File: src/rtl/fdc_pkg.sv
package fdc_pkg;
   // default geometry of a 32/33 prescaler with an 18-bit ratio
   localparam int FDC_N_W  = 18;
   localparam int FDC_A_W  = 5;
   localparam int FDC_NF_W = 4;
   localparam int FDC_FM_W = 5;

   // smallest ratio for which every swallow count fits inside the main count
   function automatic int fdc_min_ratio(input int a_w);
      return ((1 << a_w) - 1) * (1 << a_w);
   endfunction
endpackage

File: src/rtl/fdc_swallow.sv
module fdc_swallow #(
   parameter int N_W   = 18,
   parameter int A_W   = 5,
   parameter int RST_N = 992
) (
   input  logic           clk,
   input  logic           rst_n,
   input  logic [N_W-1:0] ratio_nxt,
   output logic           mc_o,
   output logic           term_o
);
   localparam int B_W = N_W - A_W;
   localparam logic [N_W-1:0] RST_V = N_W'(RST_N);

   initial begin
      assert (B_W > A_W) else $error("main count must be wider than swallow count");
   end

   logic [A_W-1:0] a_q;
   logic [B_W-1:0] b_q;
   logic [B_W-1:0] cnt_q;

   assign term_o = (cnt_q == b_q - B_W'(1));
   assign mc_o   = (B_W'(a_q) > cnt_q);

   always_ff @(posedge clk or negedge rst_n) begin
      if (!rst_n) begin
         cnt_q <= '0;
         a_q   <= RST_V[A_W-1:0];
         b_q   <= RST_V[N_W-1:A_W];
      end else if (term_o) begin
         cnt_q <= '0;
         a_q   <= ratio_nxt[A_W-1:0];
         b_q   <= ratio_nxt[N_W-1:A_W];
      end else begin
         cnt_q <= cnt_q + B_W'(1);
      end
   end


   mc_contiguous_chk: assert property (@(posedge clk) disable iff (!rst_n)
      (!mc_o && !term_o) |=> !mc_o);
endmodule

File: src/rtl/fdc_accum.sv
module fdc_accum #(
   parameter int NF_W = 4,
   parameter int FM_W = 5
) (
   input  logic            clk,
   input  logic            rst_n,
   input  logic            step,
   input  logic            clear,
   input  logic [NF_W-1:0] nf_i,
   input  logic [FM_W-1:0] fmod_i,
   output logic [FM_W-1:0] acc_o,
   output logic            carry_o
);
   localparam int S_W = FM_W + 1;

   initial begin
      assert (NF_W <= FM_W) else $error("increment wider than modulus");
   end

   logic [FM_W-1:0] acc_q;
   logic [S_W-1:0]  sum_w;
   logic [S_W-1:0]  nxt_w;

   assign sum_w   = {1'b0, acc_q} + S_W'(nf_i);
   assign carry_o = (sum_w >= {1'b0, fmod_i});
   assign nxt_w   = carry_o ? (sum_w - {1'b0, fmod_i}) : sum_w;
   assign acc_o   = acc_q;

   always_ff @(posedge clk or negedge rst_n) begin
      if (!rst_n)     acc_q <= '0;
      else if (clear) acc_q <= '0;
      else if (step)  acc_q <= nxt_w[FM_W-1:0];
   end


   acc_range_chk: assert property (@(posedge clk) disable iff (!rst_n)
      acc_q < fmod_i);

   acc_idle_chk: assert property (@(posedge clk) disable iff (!rst_n)
      (nf_i == '0 && acc_q == '0) |=> acc_q == '0);
endmodule

File: src/rtl/fracn_div_ctrl.sv
module fracn_div_ctrl
   import fdc_pkg::*;
#(
   parameter int N_W       = FDC_N_W,
   parameter int A_W       = FDC_A_W,
   parameter int NF_W      = FDC_NF_W,
   parameter int FM_W      = FDC_FM_W,
   parameter int RST_N     = 992,
   parameter bit PULSE_REG = 1'b0
) (
   input  logic            clk,
   input  logic            rst_n,
   input  logic            cfg_load,
   input  logic [N_W-1:0]  cfg_n,
   input  logic [NF_W-1:0] cfg_nf,
   input  logic [FM_W-1:0] cfg_fmod,
   output logic            mod_ctrl,
   output logic            div_pulse,
   output logic            sync,
   output logic [FM_W-1:0] acc_val,
   output logic            acc_ovf
);
   initial begin
      assert (RST_N >= fdc_min_ratio(A_W)) else $error("reset ratio below range");
      assert (RST_N < (1 << N_W)) else $error("reset ratio exceeds width");
   end

   logic [N_W-1:0]  act_n_q,  pn_q;
   logic [NF_W-1:0] act_nf_q, pnf_q;
   logic [FM_W-1:0] act_fm_q, pfm_q;
   logic            pend_q, ovf_q;
   logic            term_w, carry_w, apply_w;
   logic [N_W-1:0]  ratio_nxt;

   assign apply_w   = term_w & pend_q;
   assign ratio_nxt = apply_w ? pn_q : (act_n_q + N_W'(carry_w));
   assign acc_ovf   = ovf_q;

   // pending configuration, adopted only at a boundary
   always_ff @(posedge clk or negedge rst_n) begin
      if (!rst_n) begin
         pend_q <= 1'b0;
         pn_q   <= '0;
         pnf_q  <= '0;
         pfm_q  <= FM_W'(1);
      end else if (cfg_load) begin
         pend_q <= 1'b1;
         pn_q   <= cfg_n;
         pnf_q  <= cfg_nf;
         pfm_q  <= cfg_fmod;
      end else if (apply_w) begin
         pend_q <= 1'b0;
      end
   end

   always_ff @(posedge clk or negedge rst_n) begin
      if (!rst_n) begin
         act_n_q  <= N_W'(RST_N);
         act_nf_q <= '0;
         act_fm_q <= FM_W'(1);
         ovf_q    <= 1'b0;
      end else if (term_w) begin
         ovf_q <= !pend_q && carry_w;
         if (pend_q) begin
            act_n_q  <= pn_q;
            act_nf_q <= pnf_q;
            act_fm_q <= pfm_q;
         end
      end
   end

   fdc_swallow #(.N_W(N_W), .A_W(A_W), .RST_N(RST_N)) u_cnt (
      .clk(clk), .rst_n(rst_n), .ratio_nxt(ratio_nxt),
      .mc_o(mod_ctrl), .term_o(term_w));

   fdc_accum #(.NF_W(NF_W), .FM_W(FM_W)) u_acc (
      .clk(clk), .rst_n(rst_n), .step(term_w & !pend_q), .clear(apply_w),
      .nf_i(act_nf_q), .fmod_i(act_fm_q), .acc_o(acc_val), .carry_o(carry_w));

   generate
      if (PULSE_REG) begin : g_pulse_reg
         logic pulse_q;
         always_ff @(posedge clk or negedge rst_n) begin
            if (!rst_n) pulse_q <= 1'b0;
            else        pulse_q <= term_w;
         end
         assign div_pulse = pulse_q;
      end else begin : g_pulse_comb
         assign div_pulse = term_w;
      end
   endgenerate
   assign sync = !div_pulse;


   pulse_single_chk: assert property (@(posedge clk) disable iff (!rst_n)
      div_pulse |=> !div_pulse);

   cfg_hold_chk: assert property (@(posedge clk) disable iff (!rst_n)
      !term_w |=> $stable(act_n_q) && $stable(act_fm_q));
endmodule

File: config.mk
export PLATFORM = sky130hd
export DESIGN_NAME = fracn_div_ctrl
export DESIGN_NICKNAME = d
export VERILOG_FILES = /design/src/rtl/fdc_pkg.sv /design/src/rtl/fdc_swallow.sv /design/src/rtl/fdc_accum.sv /design/src/rtl/fracn_div_ctrl.sv
export SDC_FILE = /design/constraint.sdc
export NUM_CORES = 1
export LEC_CHECK = 0
export BUFFER_PORTS_ARGS = -buffer_cell sky130_fd_sc_hd__clkbuf_2
export CORE_MARGIN = 2
export CORE_UTILIZATION = 55
export DETAILED_ROUTE_END_ITERATION = 10
export GPL_TIMING_DRIVEN = 0
export PLACE_DENSITY = 0.86
export SYNTH_ARGS = -nofsm -noshare
export SYNTH_HDL_FRONTEND = slang
export SYNTH_SLANG_ARGS = --single-unit
File: constraint.sdc
create_clock -name clk -period 4.7 [get_ports clk]
set_clock_uncertainty 0.05 [all_clocks]
set_input_delay 0.94 -clock clk [delete_from_list [all_inputs] [get_ports clk]]
set_output_delay 0.94 -clock clk [all_outputs]
set_load 0.01 [all_outputs]
==> qor.txt <==
CLOCKING
---------------------------------------------------------------------------------------
Hold_buf cts                                                                          0
Max clock buf depth                                                                   2
Clock insertion delay at the later pin of the skew report                       0.35 ns
TritonCTS Buffers                                                                     9
Post-cts resize count                                                                 0
Number of sinks on the clock net                                                     92
Setup repair bufs after CTS                                                           0
TritonCTS clock tree                                                              built
Clock slew at reported path FFs                                                 0.09 ns
Clock H-tree levels                                                                   3
Clock Tree Root                                                                clkbuf_8

LAYOUT
---------------------------------------------------------------------------------------
Footprint of the flip-flops and latches                                      2320 sq um
Count of non-filler cells in the finished layout                                    607
Number of nets at the end of the flow                                               541
Area grow syn2layout                                                              10.5%
Final Cell Area                                                              5660 sq um
Multi-input gate area in the final layout                                    2650 sq um
Utilization of the core after routing                                             61.9%
Ant diodes                                                                            0
Proportion of layout cells with a drive suffix above 1                            30.4%
Fillers                                                                             686

ROUTING
---------------------------------------------------------------------------------------
# DRC                                                                                 0
Overall routed net length                                                       10.4 mm
Number of violations reported at the end of detailed-routing iteration 0            280
Routed vias                                                                        3570
Residual antenna-violating net count after detailed routing                           0
Detailed-route vias per instance                                                   5.88
Routed length per instance                                                      17.1 um
Pre-Repair DR Iteration Count                                                         5

DIE
---------------------------------------------------------------------------------------
Starting density of the core                                                      56.0%
Number of ports placed on the die boundary                                           39
Floorplan die height                                                             101 um
Chip Width                                                                       101 um
Floorplan core area                                                          9150 sq um
Row count                                                                            35
DIE AREA                                                                    10100 sq um

POWER
---------------------------------------------------------------------------------------
Portion of total power attributed to combinational logic                           5.3%
Design internal power                                                           1.10 mW
Sequential fraction of design power                                               58.0%
Power spent charging and discharging nets                                        336 uW
Power density relative to cell area                                         254 nW/um^2
Portion of total power attributed to the clock network                            36.6%
Switching share of power                                                          23.4%
Pleak                                                                           2.71 nW
Worst supply voltage drop on vdd                                               0.194 mV
Total power of the final layout                                                 1.44 mW

STA
---------------------------------------------------------------------------------------
Final hold violations                                                                 0
Minimum period implied by the final worst setup slack                           4.34 ns
Share of the cycle needed by the critical path after routing                      92.4%
Setup_tns                                                                          0 ns
Worst-margin pin slew                                                          0.687 ns
Min setup slack post-route                                                     0.357 ns
Number of setup violations in the final report                                        0
Hold_ws                                                                        0.451 ns
Maximum clock rate                                                            0.230 GHz
Slew Limit Fails                                                                      0
RSZ-0062 raised after global routing                                                 no
Max_slew headroom                                                                 53.7%

PLACEMENT
---------------------------------------------------------------------------------------
Port Buffers                                                                         37
Global placement routability congestion                                           0.896
Placed Cells incl. Taps                                                             591
Worst slack at placement                                                       0.559 ns
Half-perimeter wire length after detailed placement                             7.64 mm
Placement Cell Area                                                          5470 sq um

WORST SETUP PATH
---------------------------------------------------------------------------------------
Worst path max stage delay                                                      0.58 ns
Worst setup EP type                                                           flip-flop
Family with the most delay on the worst path                                adder cells
Required arrival time at the worst endpoint                                     4.90 ns
Slowest-stage cell, CP                                                             fa_1
Critical path, cell by cell                                                ha_1 > fa_1 > inv_1 > fa_1 > nor2b_1 > o21a_1 > o21ai_0 > nand2_1 > ha_1 > ha_1 > nand2_1 > nor3_1 > nand2_1 > xor2_1 > o21ai_0 > mux2_2
Worst setup SP type                                                           flip-flop
Data arrival time of the critical path                                          4.54 ns
CP Class                                                                        reg2reg
Bufs and invs on worst path                                                           1
Largest fanout of any net on the critical path                                        5

LOGIC SYNTHESIS
---------------------------------------------------------------------------------------
Syn Std Cell Area                                                            5120 sq um
Sequential element share of the synthesized area                                  45.2%
Most frequently used flop master after synthesis                                dfrtp_1
Number of instances in the synthesized netlist                                      442
Mean instance size in the synthesized netlist                                11.6 sq um
Post-synth EDFFs                                                                      0
Number of warning messages in the yosys log                                           0
Number of distinct standard cells referenced by the synthesized netlist              53
Register bit total from synthesis                                                    92
Fraction of registers with async set or reset after synthesis                      100%
Synthesized Nets                                                                    492

GRT
---------------------------------------------------------------------------------------
Pin count of the biggest net entering global routing                                 48
Total grt overflow                                                                    0
Antenna violations before repair                                                      0
Vias in the first global route                                                     3527
Wire length of the first global-routing pass                                    17.4 mm
Tot GR Track Use                                                                  22.1%

JOB
---------------------------------------------------------------------------------------
Max Cap Viol                                                                          0

OUTCOME
---------------------------------------------------------------------------------------
Run status                                                                 complete, no violations

MIN PATH
---------------------------------------------------------------------------------------
Worst min path class                                                            reg2reg

## power by group through the flow
stage | logic [mW] | clock network (mW) | registers (mW)
3_3_place_gp | 0.0710 | 0 | 0.847
2_1_floorplan | 0.0391 | 0 | 0.842
4_1_cts | 0.0779 | 0.534 | 0.833
5_1_grt | 0.0856 | 0.563 | 0.837
3_5_place_dp | 0.0770 | 0 | 0.848
6_report | 0.0766 | 0.526 | 0.833
## kinds of logic (layout without fill, tap and decap cells)
logic type | count (synthesis) | after routing | synth area share (%)
adder cells (fa/ha/maj) | 20 | 20 | 5.18
XOR/XNOR | 48 | 48 | 8.21
multiplexers | 79 | 79 | 18.7
AO/OA/AOI/OAI | 58 | 58 | 7.18
AND/OR/NAND/NOR | 114 | 114 | 12.4
buffers and inverters | 31 | 85 | 3.03
flip-flops | 92 | 92 | 45.2
## cells in the final DEF, fill, tap and decap left out, types with 3 or more instances in the layout
| cell type | instances |
|---|---|
| and3_1 | 11 |
| nand3_1 | 17 |
| nor4_1 | 4 |
| mux2i_1 | 4 |
| clkbuf_1 | 8 |
| a21oi_1 | 11 |
| a211oi_1 | 3 |
| dfrtp_1 | 80 |
| xor2_1 | 25 |
| nand2_1 | 25 |
| xnor2_1 | 23 |
| a21o_1 | 3 |
| mux2_4 | 20 |
| and2_1 | 3 |
| nor2b_1 | 6 |
| nand4_1 | 5 |
| clkbuf_2 | 36 |
| nor3_1 | 9 |
| or3_1 | 4 |
| o21a_1 | 6 |
| buf_6 | 4 |
| o21ai_0 | 20 |
| ha_1 | 18 |
| dfstp_2 | 12 |
| inv_1 | 15 |
| nor2_1 | 19 |
| a31oi_1 | 3 |
| clkbuf_8 | 9 |
| mux2_2 | 53 |
## cell type report
| type | count | area share [%] |
|---|---|---|
| clock buffer | 10 | 2.25 |
| clock inverter | 6 | 1.15 |
| multi-input combinational | 319 | 46.8 |
| buffer | 16 | 1.75 |
| timing repair buffer | 38 | 3.67 |
| sequential | 92 | 40.9 |
| inverter | 15 | 0.994 |
| tap | 111 | 2.45 |
## flip-flops by register name, indices dropped and copies added (netlist names)
signal,cells
act_fm_q,5
pend_q,1
act_nf_q,4
u_cnt.a_q,5
u_cnt.b_q,13
act_n_q,18
u_acc.acc_o,5
acc_ovf,1
u_cnt.cnt_q,13
pn_q,18
pfm_q,5
pnf_q,4
## routing by layer
layer | GRT usage, % | wire (um) | share of wire (%) | vias to the layer above
li1 | - | - | - | 1677
met1 | 30.7 | 4670 | 45 | 1751
met2 | 35.3 | 5060 | 49 | 120
met3 | 3.95 | 445 | 4.3 | 22
met4 | 7.17 | 220 | 2.1 | 0
met5 | 0 | 0 | 0 | -
## synth_stat cells, types with 5 or more instances
master / n / share of area, %
o21a_1: 6 / 0.88
and3_1: 11 / 1.3
mux2_4: 20 / 5.9
nand2_1: 25 / 1.8
ha_1: 18 / 4.4
o21ai_0: 20 / 2.0
nor2b_1: 6 / 0.73
nand3_1: 17 / 1.7
clkbuf_1: 7 / 0.51
inv_1: 15 / 1.1
nand4_1: 5 / 0.61
mux2_2: 53 / 12
xor2_1: 25 / 4.3
xnor2_1: 23 / 3.9
dfstp_2: 12 / 6.2
a21oi_1: 11 / 1.1
nor2_1: 19 / 1.4
nor3_1: 9 / 0.88
dfrtp_1: 80 / 39
## final timing paths
kind / startpoint / to / slack (ns) / cells after the start
hold / removal: u_cnt.a_q[2] / u_cnt.a_q[2] / 0.45 / 1
max in group asynchronous: rst_n / act_n_q[5] / 3.30 / 2
setup / recovery: u_acc.acc_o[0] / u_cnt.b_q[9] / 0.36 / 16
min in group asynchronous: rst_n / pfm_q[1] / 0.57 / 1
hold reg to reg: u_cnt.a_q[2] / u_cnt.a_q[2] / 0.45 / 1
setup reg to reg: u_acc.acc_o[0] / u_cnt.b_q[9] / 0.36 / 16
Note: power is estimated with default switching activity, not from simulation.
